## src/rtl/bce_pkg.sv

```systemverilog
package bce_pkg;

  typedef enum logic [1:0] {
    MODE_BLOCK  = 2'd0,
    MODE_STRING = 2'd1,
    MODE_TRUNC  = 2'd2,
    MODE_ALT    = 2'd3
  } modeE;

  localparam logic [1:0] UNIT_BYTE = 2'd0;
  localparam logic [1:0] UNIT_WORD = 2'd1;
  localparam logic [1:0] UNIT_LONG = 2'd2;

  // control-to-datapath strobes
  typedef struct packed {
    logic load;
    logic capture;
    logic step;
    logic finish;
    logic setBranch;
  } strobeT;

  function automatic logic [2:0] unitBytes(input logic [1:0] unitCode);
    case (unitCode)
      UNIT_BYTE: unitBytes = 3'd1;
      UNIT_WORD: unitBytes = 3'd2;
      default:   unitBytes = 3'd4;
    endcase
  endfunction

endpackage

```

## src/rtl/bce_datapath.sv

```systemverilog
module bce_datapath
  import bce_pkg::*;
#(
  parameter int AddrWidth  = 32,
  parameter int RegWidth   = 32,
  parameter int CountWidth = 16
) (
  input  logic                 clk,
  input  logic                 rst,
  input  strobeT               strobe,
  input  logic [1:0]           modeSel,
  input  logic [1:0]           sizeSel,
  input  logic [RegWidth-1:0]  cntIn,
  input  logic [AddrWidth-1:0] srcIn,
  input  logic [AddrWidth-1:0] dstIn,
  input  logic [31:0]          memRdata,
  output logic [AddrWidth-1:0] srcPtr,
  output logic [AddrWidth-1:0] dstPtr,
  output logic [RegWidth-1:0]  cntReg,
  output logic [31:0]          dataBuf,
  output logic [1:0]           unitCode,
  output logic                 remainZero,
  output logic                 lastUnit,
  output logic                 dataZero,
  output logic                 isString,
  output logic                 branchFlag,
  output logic                 cntWrPulse,
  output logic [RegWidth-1:0]  costReg
);

  localparam int RemWidth = CountWidth + 1;
  localparam logic [RemWidth-1:0] FullCount = RemWidth'(1) << CountWidth;

  logic [RemWidth-1:0]   remain;
  logic [RemWidth-1:0]   loadRemain;
  logic [CountWidth-1:0] blkField;
  logic [RemWidth-1:0]   truncField;
  logic                  truncWord;
  modeE                  modeR;
  modeE                  modeNew;
  logic                  isTrunc;
  logic [AddrWidth-1:0]  stepInc;

  assign modeNew  = modeE'(modeSel);
  assign blkField = cntIn[CountWidth-1:0];

  always_comb begin
    truncField = (sizeSel == UNIT_BYTE) ? RemWidth'(cntIn[7:0]) : {1'b0, blkField};
    if (modeNew == MODE_TRUNC)
      loadRemain = truncField;
    else if (blkField == '0)
      loadRemain = FullCount;
    else
      loadRemain = {1'b0, blkField};
  end

  assign isTrunc    = (modeR == MODE_TRUNC);
  assign isString   = (modeR == MODE_STRING);
  assign remainZero = (remain == '0);
  assign lastUnit   = (remain == RemWidth'(1));
  assign dataZero   = (dataBuf[7:0] == 8'h00);
  assign stepInc    = AddrWidth'(unitBytes(unitCode));

  always_ff @(posedge clk) begin
    if (rst) begin
      srcPtr     <= '0;
      dstPtr     <= '0;
      cntReg     <= '0;
      dataBuf    <= '0;
      unitCode   <= UNIT_BYTE;
      remain     <= '0;
      truncWord  <= 1'b0;
      modeR      <= MODE_BLOCK;
      branchFlag <= 1'b0;
      cntWrPulse <= 1'b0;
      costReg    <= '0;
    end else begin
      cntWrPulse <= 1'b0;
      if (strobe.load) begin
        srcPtr     <= srcIn;
        dstPtr     <= dstIn;
        cntReg     <= cntIn;
        modeR      <= modeNew;
        unitCode   <= (modeNew == MODE_STRING || modeNew == MODE_TRUNC) ? UNIT_BYTE : sizeSel;
        truncWord  <= (sizeSel != UNIT_BYTE);
        remain     <= loadRemain;
        branchFlag <= 1'b0;
        costReg    <= (modeNew == MODE_TRUNC) ? RegWidth'(truncField) << 1 : '0;
      end
      if (strobe.capture)
        dataBuf <= memRdata;
      if (strobe.step) begin
        srcPtr <= srcPtr + stepInc;
        dstPtr <= dstPtr + stepInc;
        remain <= remain - RemWidth'(1);
        if (!isTrunc) begin
          cntReg[CountWidth-1:0] <= CountWidth'(remain - RemWidth'(1));
          cntWrPulse             <= 1'b1;
        end
      end
      if (strobe.finish && isTrunc) begin
        if (truncWord) cntReg[CountWidth-1:0] <= '0;
        else           cntReg[7:0]            <= '0;
        cntWrPulse <= 1'b1;
      end
      if (strobe.setBranch)
        branchFlag <= 1'b1;
    end
  end

  // every unit step moves the source pointer by exactly the unit size
  assert_ptr_step_R2: assert property (@(posedge clk) disable iff (rst)
    strobe.step |=> srcPtr == $past(srcPtr) + AddrWidth'(unitBytes($past(unitCode))));

  // each write-back strobe in block or string mode carries the remaining count
  assert_cnt_tracks_remain_R3: assert property (@(posedge clk) disable iff (rst)
    (strobe.step && !isTrunc) |=> cntWrPulse && cntReg[CountWidth-1:0] == CountWidth'(remain));

  // a truncated move strobes the count only after its count is exhausted
  assert_trunc_late_write_R7: assert property (@(posedge clk) disable iff (rst)
    (cntWrPulse && isTrunc) |-> remainZero);

endmodule

```

## src/rtl/bce_control.sv

```systemverilog
module bce_control
  import bce_pkg::*;
(
  input  logic   clk,
  input  logic   rst,
  input  logic   start,
  input  logic   memValid,
  input  logic   remainZero,
  input  logic   lastUnit,
  input  logic   dataZero,
  input  logic   isString,
  output strobeT strobe,
  output logic   memReq,
  output logic   memWe,
  output logic   busy,
  output logic   done
);

  typedef enum logic [2:0] {
    ST_IDLE, ST_CHECK, ST_READ, ST_WRITE, ST_FIN
  } stateE;

  stateE state, stateNext;

  always_comb begin
    strobe    = '0;
    stateNext = state;
    case (state)
      ST_IDLE: if (start) begin
        strobe.load = 1'b1;
        stateNext   = ST_CHECK;
      end
      ST_CHECK: if (remainZero) begin
        strobe.finish = 1'b1;
        stateNext     = ST_FIN;
      end else begin
        stateNext = ST_READ;
      end
      ST_READ: if (memValid) begin
        strobe.capture = 1'b1;
        stateNext      = ST_WRITE;
      end
      ST_WRITE: if (memValid) begin
        strobe.step = 1'b1;
        if (isString && dataZero) begin
          strobe.setBranch = 1'b1;
          strobe.finish    = 1'b1;
          stateNext        = ST_FIN;
        end else if (lastUnit) begin
          strobe.finish = 1'b1;
          stateNext     = ST_FIN;
        end else begin
          stateNext = ST_READ;
        end
      end
      ST_FIN:  stateNext = ST_IDLE;
      default: stateNext = ST_IDLE;
    endcase
  end

  always_ff @(posedge clk) begin
    if (rst) state <= ST_IDLE;
    else     state <= stateNext;
  end

  assign memReq = (state == ST_READ) || (state == ST_WRITE);
  assign memWe  = (state == ST_WRITE);
  assign busy   = (state != ST_IDLE);
  assign done   = (state == ST_FIN);

  // an idle engine never requests memory
  assert_idle_quiet_R1: assert property (@(posedge clk) disable iff (rst)
    !busy |-> !memReq);

  // done lasts a single cycle
  assert_done_pulse_R9: assert property (@(posedge clk) disable iff (rst)
    done |=> !done);

  // a write request only begins after a read has completed
  assert_write_after_read_R10: assert property (@(posedge clk) disable iff (rst)
    $rose(memWe) |-> $past(memValid));

endmodule

```

## src/rtl/blockcopy_engine.sv

```systemverilog
module blockcopy_engine
  import bce_pkg::*;
#(
  parameter int AddrWidth  = 32,
  parameter int RegWidth   = 32,
  parameter int CountWidth = 16
) (
  input  logic                 clk,
  input  logic                 rst,
  input  logic                 start,
  input  logic [1:0]           modeSel,
  input  logic [1:0]           sizeSel,
  input  logic [RegWidth-1:0]  cntIn,
  input  logic [AddrWidth-1:0] srcIn,
  input  logic [AddrWidth-1:0] dstIn,
  output logic                 memReq,
  output logic                 memWe,
  output logic [AddrWidth-1:0] memAddr,
  output logic [1:0]           memSize,
  output logic [31:0]          memWdata,
  input  logic [31:0]          memRdata,
  input  logic                 memValid,
  output logic                 busy,
  output logic                 done,
  output logic                 branchTaken,
  output logic                 cntWr,
  output logic [RegWidth-1:0]  cntOut,
  output logic [AddrWidth-1:0] srcOut,
  output logic [AddrWidth-1:0] dstOut,
  output logic [RegWidth-1:0]  cost
);

  strobeT     strobe;
  logic       remainZero;
  logic       lastUnit;
  logic       dataZero;
  logic       isString;
  logic [31:0] dataBuf;

  bce_control u_control (
    .clk        (clk),
    .rst        (rst),
    .start      (start),
    .memValid   (memValid),
    .remainZero (remainZero),
    .lastUnit   (lastUnit),
    .dataZero   (dataZero),
    .isString   (isString),
    .strobe     (strobe),
    .memReq     (memReq),
    .memWe      (memWe),
    .busy       (busy),
    .done       (done)
  );

  bce_datapath #(
    .AddrWidth  (AddrWidth),
    .RegWidth   (RegWidth),
    .CountWidth (CountWidth)
  ) u_datapath (
    .clk        (clk),
    .rst        (rst),
    .strobe     (strobe),
    .modeSel    (modeSel),
    .sizeSel    (sizeSel),
    .cntIn      (cntIn),
    .srcIn      (srcIn),
    .dstIn      (dstIn),
    .memRdata   (memRdata),
    .srcPtr     (srcOut),
    .dstPtr     (dstOut),
    .cntReg     (cntOut),
    .dataBuf    (dataBuf),
    .unitCode   (memSize),
    .remainZero (remainZero),
    .lastUnit   (lastUnit),
    .dataZero   (dataZero),
    .isString   (isString),
    .branchFlag (branchTaken),
    .cntWrPulse (cntWr),
    .costReg    (cost)
  );

  assign memAddr  = memWe ? dstOut : srcOut;
  assign memWdata = dataBuf;

  // a pending access keeps its address and direction until it completes
  assert_req_held_R10: assert property (@(posedge clk) disable iff (rst)
    (memReq && !memValid) |=> memReq && $stable(memWe) && $stable(memAddr));

  // branch-taken is raised together with the done pulse
  assert_branch_with_done_R5: assert property (@(posedge clk) disable iff (rst)
    $rose(branchTaken) |-> done);

endmodule

```

## config.mk

```make
export PLATFORM = sky130hd
export DESIGN_NAME = blockcopy_engine
export DESIGN_NICKNAME = d
export VERILOG_FILES = /design/src/rtl/bce_pkg.sv /design/src/rtl/bce_datapath.sv /design/src/rtl/bce_control.sv /design/src/rtl/blockcopy_engine.sv
export SDC_FILE = /design/constraint.sdc
export NUM_CORES = 1
export LEC_CHECK = 0
export BUFFER_PORTS_ARGS = -buffer_cell sky130_fd_sc_hd__buf_2
export CAP_MARGIN = 15
export CORE_ASPECT_RATIO = 1.75
export CORE_UTILIZATION = 50
export CTS_BUF_LIST = sky130_fd_sc_hd__clkbuf_16
export DETAILED_ROUTE_END_ITERATION = 7
export PLACE_DENSITY = 0.91
export SYNTH_ARGS = -nofsm -noshare
export SYNTH_HDL_FRONTEND = slang
export SYNTH_SLANG_ARGS = --single-unit
```

## constraint.sdc

```tcl
create_clock -name clk -period 3.8 [get_ports clk]
set_clock_uncertainty 0.15 [all_clocks]
set_input_delay 0.38 -clock clk [delete_from_list [all_inputs] [get_ports clk]]
set_output_delay 0.38 -clock clk [all_outputs]
set_load 0.02 [all_outputs]
```

* Yosys cells after proc, flatten, opt, wreduce, memory -nomap -nowiden *
Cells that the tools add are included.
W data, S select, Z words.

cells by class
  add/subtract/negate cells = 3
  equal/unequal tests = 13
  mux-type cells = 42
  reduce and logical (&&, ||, !) cells = 16

operators by type and width
  cell                     count
  $mux W32                 5
  $mux W16                 5
  $mux W17                 4
  $add A32 B3 Y32          2
  $mux W3                  7
  $mux W18                 1
  $eq A17 B1 Y1 const B    1
  $logic_not A17 Y1        1
  $sub A17 B1 Y17 const B  1
  $logic_not A16 Y1        1
  $mux W1                  15
  $pmux W3 S4              1
  $logic_not A8 Y1         1
  $mux W8                  1
  $eq A2 B1 Y1 const B     3
  $eq A3 B2 Y1 const B     2
  $pmux W3 S2              1
  $reduce_bool A2 Y1       3
  $eq A2 B2 Y1 const B     2
  $logic_not A2 Y1         2
  $ne A2 B2 Y1 const B     2
  $eq A3 B1 Y1 const B     1
  $eq A3 B3 Y1 const B     1
  $logic_not A3 Y1         1
  other kinds (8)          10

word-level totals
  register bits after elaboration = 187
  input port bits = 136
  output and inout port bits = 200
  word-level logic and storage cells = 88

* Depth between registers and ports, before layout *
Gate-level depths: netlist (run 1).

  word-level depth = 8
  mapped depth = 9
  mapped depth without buffers = 9

* Hierarchy *
A second synthesis (run 1) with hierarchy kept.

second synthesis, totals
  cells, all modules = 1067
  area total of the unflattened synthesis = 9261.4 um^2

by module, submodules not included
  module            instances  cells an instance  area each (um^2)
  bce_datapath      1          1002               8488.1
  blockcopy_engine  1          36                 544.3
  bce_control       1          29                 229.0

* Worst setup path after synthesis (run 1) *
No wires, ideal clock.

  path kind = flip-flop to flip-flop
  start point = register u_datapath.unitCode[1]
  end point = register u_datapath.srcPtr[14]
  setup time = 0.070 ns
  arrival time = 2.514 ns
  data required time = 3.580 ns
  slack = 1.066 ns
  cell stages (with the launch flop) = 10
  buffers on the path = 0
  clock period less this slack = 2.734 ns
  path through = dfxtp_1 > nor2_1 > ha_1 > inv_1 > fa_1 > nor2b_1 > o2111ai_1 > nor3_1 > mux2_2 > a21oi_1

on the way
  word-level cells in the longest chain between the ends = 4
  elaborated cells between the ends (all ways) = 5
  those cells by class = add/sub: 1; eq/ne: 1; mux: 2; reduce/logical: 1

RTL lines
  item                                                     RTL line            source
  start, declared                                          bce_datapath.sv:21  output logic [1:0] unitCode,
  start signal, assigned                                   bce_datapath.sv:84  unitCode <= (modeNew == MODE_STRING || modeNew == MODE_TRUNC) ? UNIT_BYTE : sizeSel;
  $eq A2 B1 Y1 / $logic_not A2 Y1 (equally long branches)  bce_pkg.sv:24       case (unitCode)
  $pmux W3 S2 *                                            bce_pkg.sv:24
  $add A32 B3 Y32 *                                        bce_datapath.sv:93  srcPtr <= srcPtr + stepInc;
  $mux W32 *                                               bce_datapath.sv:92  if (strobe.step) begin
  end signal, assigned                                     bce_datapath.sv:80  srcPtr <= srcIn;
  end signal, assigned                                     bce_datapath.sv:93
  end, declared                                            bce_datapath.sv:17  output logic [AddrWidth-1:0] srcPtr,

Mark *: on every way between the ends. The rest lies on a longest branch, timed or not.
A chain may end at the register's enable or synchronous reset.

* Worst setup path after layout (run 1) *
  start point = register u_control.state[0]
  end point = output memAddr[17]

on the way
  word-level cells in the longest chain between the ends = 2

RTL lines
  item                    RTL line                source
  start, declared         bce_control.sv:23       stateE state, stateNext;
  start signal, assigned  bce_control.sv:63       else state <= stateNext;
  $eq A3 B2 Y1            bce_control.sv:67       assign memWe = (state == ST_WRITE);
  $mux W32                blockcopy_engine.sv:84  assign memAddr = memWe ? dstOut : srcOut;
  end, declared           blockcopy_engine.sv:18  output logic [AddrWidth-1:0] memAddr,

No other way between the ends.

==> results.toml, run 1 <==
[run_status]
status = "complete, no violations"

[timing]
slew_viol_final = 0
hold_viol = 0
worstMarginPinSlew_ns = 1.06
layout_min_cycle_time_ns = 3.22
tns_ns = 0
post-route-period-util_pct = 84.8
max_freq_mhz = 310
setup_viol = 0
slew_headroom_pct = 29.2
rsz0062_at_grt = "no"

[floorplan]
die_y_um = 180
ioPinCount = 336
fp.dieArea_um2 = 18600
dieWidth_um = 104
rows = 64
start_util_pct = 51.3
core_um2 = 17600

[setup_path]
r2r-start = "u_datapath.unitCode[1]"
crit_type = "reg2out"
start_kind = "register"
rrSetupSlack_ns = 0.74
cp_data_arrival_time_ns = 2.69
reg2reg_depth = 9
crit_fanout = 19
end_kind = "primary output"
r2r-end = "u_datapath.srcPtr[14]"
worstPathRequired_ns = 3.27

[clock_tree]
ctsHoldBuffers = 0
htree_levels = 4
postCtsSetupBuffers = 0
cts_buffers = 17
insertion_delay_ns = 0.42
cts.sinks = 171
ctsResizeCount = 0
cts_buffer_depth = 2
clock-root-buffer = "clkbuf_16"
tritoncts = "built"
clk_pin_slew_ns = 0.08

[yosys]
synthFlopType = "dfxtp_1"
yosysSeqAreaShare_pct = 37.9
synth_area_leaders = "dfxtp_1, nand2_1, a21oi_1, mux2_2, clkbuf_1"
synth_xor_area_share_pct = 1.36
synth_compound_area_share_pct = 21.1
synth_area_um2 = 9030
netlist_instances = 1163
ys_warn_count = 0
synthMuxAreaShare_pct = 3.93
ys_seq_elements = 171
synth_fa_ha_area_share_pct = 1.69
yosysTopAreaCellShare_pct = 37.9
synth_top_family_by_area = "simple AND/OR/NAND/NOR gates"
synth_edf_count = 0
yosys.area_share.simple_pct = 28.0
synth_top_area_cell = "dfxtp_1"
async_flop_share_pct = 0
avgSynthCellArea_um2 = 7.77
ys_types = 77

[drt]
wl_per_cell_um = 18.9
route.met2.wl_um = 15600
ant_nets = 0
wirelength_um = 31600
firstDrtPassIters = 5
remaining_drc_errors = 0
top_layer = "met4"
drtIter0Drc = 710
wl_met1_um = 11400
vias_per_cell = 6.14
via_count = 10300
wl_met3_um = 2720

[global_routing]
grt_pass1_wl_um = 49500
grt_max_degree = 117
overflow = 0
grt_pass1_vias = 9461
antenna_found_initial = 2
grt.total_usage_pct = 33.0

[worst_hold_path]
whs_path_depth = 3
min_to = "u_datapath.dataBuf[26]"
hold_class = "in2reg"
hold_start = "memRdata[26]"

[power_and_ir_drop]
p_per_area_nw_per_um2 = 490
finalPower_mw = 5.51
vdd_drop_max_v = 0.000318
leakagePower_nw = 4.83

[finish]
finalNonFillerCells = 1671
layout_commonest_cell = "buf_2"
drive_gt1_share_pct = 28.5
nFillCells = 1566
area_growth_pct = 24.5
final_cell_mix = "buf_2, nand2_1, dfxtp_1, a21oi_1, nor2_1"
nNetsFinal = 1572

[placement]
place.gp.congestion = 0.939
port_buffers = 319
dpl.hpwl_um = 22600
dpl.cell_count = 1636

[flow_run]
drv_cap = 0
==> per-stage QoR <==
stage               hold WS, ns  setup WS (ns)  area [µm²]  utilization [%]
floorplan                 0.300           1.07        9090                -
global placement          0.289          0.919       10600             60.4
detailed placement        0.295          0.780       10600             60.4
CTS                      0.0216          0.570       11200             63.6
global route             0.0254          0.427       11200             63.8
finish                   0.0317          0.579       11200             63.8
==> worst max-delay path: stages (launching register included) <==
cell	delay (ns)
dfxtp_1	0.59
nand3b_1	0.74
buf_4	0.48
mux2_2	0.29
buf_2	0.16
==> metal layers <==
metal | GRT usage, % | vias to the layer above
met5 | 0 | -
li1 | - | 4731
met3 | 6.42 | 128
met2 | 56.3 | 642
met4 | 20.6 | 0
met1 | 37.5 | 4761
==> synthesized netlist by cell type, types with 19 or more instances <==
master    count
o21ai_0      31
nor2_1       65
a31oi_1      31
dfxtp_1     171
mux2_2       28
nor3_1       35
inv_1        19
a21oi_1     109
nand3_1      42
clkbuf_1     74
nand2_1     235
a22oi_1      23
nor4_1       23
==> cell families (layout without fill, tap and decap cells) <==
kind of cell / after synthesis / after routing
and+or+nand+nor: 517 / 517
DFF: 171 / 171
adders and majority gates: 11 / 11
AOI/OAI and AO/OA: 294 / 294
buffers and inverters: 123 / 382
other: 1 / 19
muxes: 32 / 32
xor gates and xnor gates: 14 / 14
==> how the worst max path moves through the flow <==
stage	slack [ns]	from	endpoint
2_1_floorplan	1.07	u_datapath.unitCode[1]	u_datapath.srcPtr[14]
3_3_place_gp	0.92	u_datapath.unitCode[1]	u_datapath.srcPtr[14]
3_5_place_dp	0.78	u_datapath.unitCode[1]	u_datapath.srcPtr[14]
4_1_cts	0.57	u_control.state[0]	memAddr[15]
5_1_grt	0.43	u_control.state[1]	memAddr[18]
6_report	0.58	u_control.state[0]	memAddr[17]
==> layout make-up <==
| cell class | instances | area [µm²] | share of cell area [%] |
|---|---|---|---|
| Multi-Input combinational cell | 884 | 5140 | 45.7 |
| Sequential cell | 171 | 3420 | 30.4 |
| Timing Repair Buffer | 332 | 1740 | 15.5 |
| Clock buffer | 17 | 425 | 3.78 |
| Tap cell | 231 | 289 | 2.57 |
| Clock inverter | 14 | 149 | 1.32 |
| Inverter | 19 | 71.3 | 0.634 |
| Antenna cell | 3 | 7.51 | 0.0668 |
==> sequential cells by signal, summed over array words and instances, names as in the netlist, 2 cells and up <==
signal,cells
u_datapath.cntReg,32
u_datapath.costReg,16
u_datapath.dataBuf,32
u_datapath.dstPtr,32
u_control.state,3
u_datapath.modeR,2
u_datapath.remain,17
u_datapath.srcPtr,32
u_datapath.unitCode,2
==> power by group <==
group | total [mW] | internal (mW) | switching, mW
clock network | 1.69 | 0.873 | 0.819
logic | 1.61 | 0.565 | 1.04
registers | 2.21 | 1.97 | 0.241
total | 5.51 | 3.41 | 2.10
No activity file was read; power rests on OpenSTA's default activity.
==> run 2, diff against run 1 <==
Clock period 3.8 ns to 3.05 ns, I/O delays scaled along.
==> run 2 against run 1 <==
The flow now finishes with violations (DRC). Setup slack got worse by 0.33 ns. Die area is the same. Critical endpoint is now u_datapath.srcPtr[24]. Core utilization increased by 4.2 points. Sequential share of layout area is 1.9 points lower. Combinational power rose by 32%. Worst hold slack got worse by 0.028 ns. Largest cell class unchanged.
==> results.toml, run 2 (synthesis results as in run 1) <==
[placement]
placed_cell_area_um2 = 10700
pre_cts_slack_ns = 0.223
place.gp.congestion = 0.960
port_buffers = 319
dpl.cell_count = 1645
dpl.hpwl_um = 22800

[global_routing]
overflow = 0
grt.total_usage_pct = 35.6
grt_pass1_wl_um = 53300
antenna_found_initial = 2
grt_max_degree = 62
grt_pass1_vias = 10300

[finish]
final_cell_mix = "buf_2, nand2_1, dfxtp_1, a21oi_1, dlygate4sd3_1"
multi_input_area_um2 = 5150
area_growth_pct = 32.6
nNetsFinal = 1646
design_area_um2 = 12000
seqCellArea_um2 = 3420
nFillCells = 1378
drive_gt1_share_pct = 27.7
layout_commonest_cell = "buf_2"
utilization_pct = 68.0
finalNonFillerCells = 1744

[drt]
wl_per_cell_um = 19.7
remaining_drc_errors = 1
via_count = 10800
ant_nets = 0
vias_per_cell = 6.21
wirelength_um = 34300
firstDrtPassIters = 8
drtIter0Drc = 891

[power_and_ir_drop]
leakagePower_nw = 5.15
vdd_drop_max_v = 0.000357
p_per_area_nw_per_um2 = 586

[timing]
slew_headroom_pct = 22.9
max_freq_mhz = 357
hold_viol = 0
post-route-period-util_pct = 91.9
tns_ns = 0
worstMarginPinSlew_ns = 1.16
slew_viol_final = 0
layout_min_cycle_time_ns = 2.80
fin_ws_ns = 0.246
rsz0062_at_grt = "no"
setup_viol = 0

[setup_path]
crit_fanout = 8
cp_data_arrival_time_ns = 3.01
crit_type = "reg2reg"
worstPathRequired_ns = 3.25
start_kind = "register"
end_kind = "register"

[floorplan]
die_y_um = 180
ioPinCount = 336
start_util_pct = 51.3
core_um2 = 17600
rows = 64
dieWidth_um = 104
fp.dieArea_um2 = 18600

[flow_run]
drv_cap = 0

[run_status]
violations = "DRC"
status = "complete, but fails checks"

[clock_tree]
cts.sinks = 171
cts_buffer_depth = 2
htree_levels = 4
clock-root-buffer = "clkbuf_16"
tritoncts = "built"
insertion_delay_ns = 0.44
cts_buffers = 17
clk_pin_slew_ns = 0.07
postCtsSetupBuffers = 0

[worst_hold_path]
hold_class = "in2reg"
==> run 2: repair_timing <==
action,CTS,global route
resized for setup,0,2
hold endpoints to repair,66,0
endpoints found under the setup margin,0,4
hold buffers,66,0
==> run 2: per-layer routing <==
layer / GRT usage [%] / wire [µm] / up-vias
met5: 0 / 0 / -
met4: 26.4 / 2410 / 0
met3: 6.35 / 2990 / 197
met2: 60.2 / 16800 / 796
met1: 39.7 / 12100 / 4961
li1: - / - / 4879
==> run 2: layout make-up <==
cell class / count / share of cell area (%)
clock inverter: 14 / 1.21
sequential: 171 / 28.6
tap: 231 / 2.41
clock buffer: 17 / 3.55
multi-input combinational: 884 / 43.0
inverter: 19 / 0.595
antenna: 2 / 0.0418
timing repair buffer: 406 / 20.6
==> run 2: power breakdown <==
| part | internal [mW] | switching [mW] |
|---|---|---|
| combinational | 0.775 | 1.34 |
| clock | 1.09 | 1.05 |
| sequential | 2.46 | 0.306 |
==> run 2: path summary, 6_finish.rpt <==
check                          from                      to  slack [ns]  cells after the start
max reg2reg  u_datapath.unitCode[1]   u_datapath.srcPtr[24]        0.25                      9
min                        srcIn[6]    u_datapath.srcPtr[6]       0.004                      3
max          u_datapath.unitCode[1]   u_datapath.srcPtr[24]        0.25                      9
min reg2reg  u_datapath.dataBuf[28]  u_datapath.dataBuf[28]        0.30                      2
==> run 2: worst max-delay path, stage by stage, from the launching register on <==
cell	delay [ns]
dfxtp_1	0.36
nor2_1	0.17
ha_1	0.19
inv_1	0.06
fa_1	0.40
nor2b_1	0.25
o2111ai_2	0.25
or2_1	0.36
or4_1	0.41
a31oi_1	0.14
==> run 2: stage by stage <==
stage / power (mW) / hold WS, ns
final: 7.02 / 0.00383
after global routing: 7.30 / 0.0119
after CTS: 6.95 / 0.00153
after detailed placement: 4.78 / 0.295
after global placement: 4.72 / 0.288
after floorplan: 4.09 / 0.265
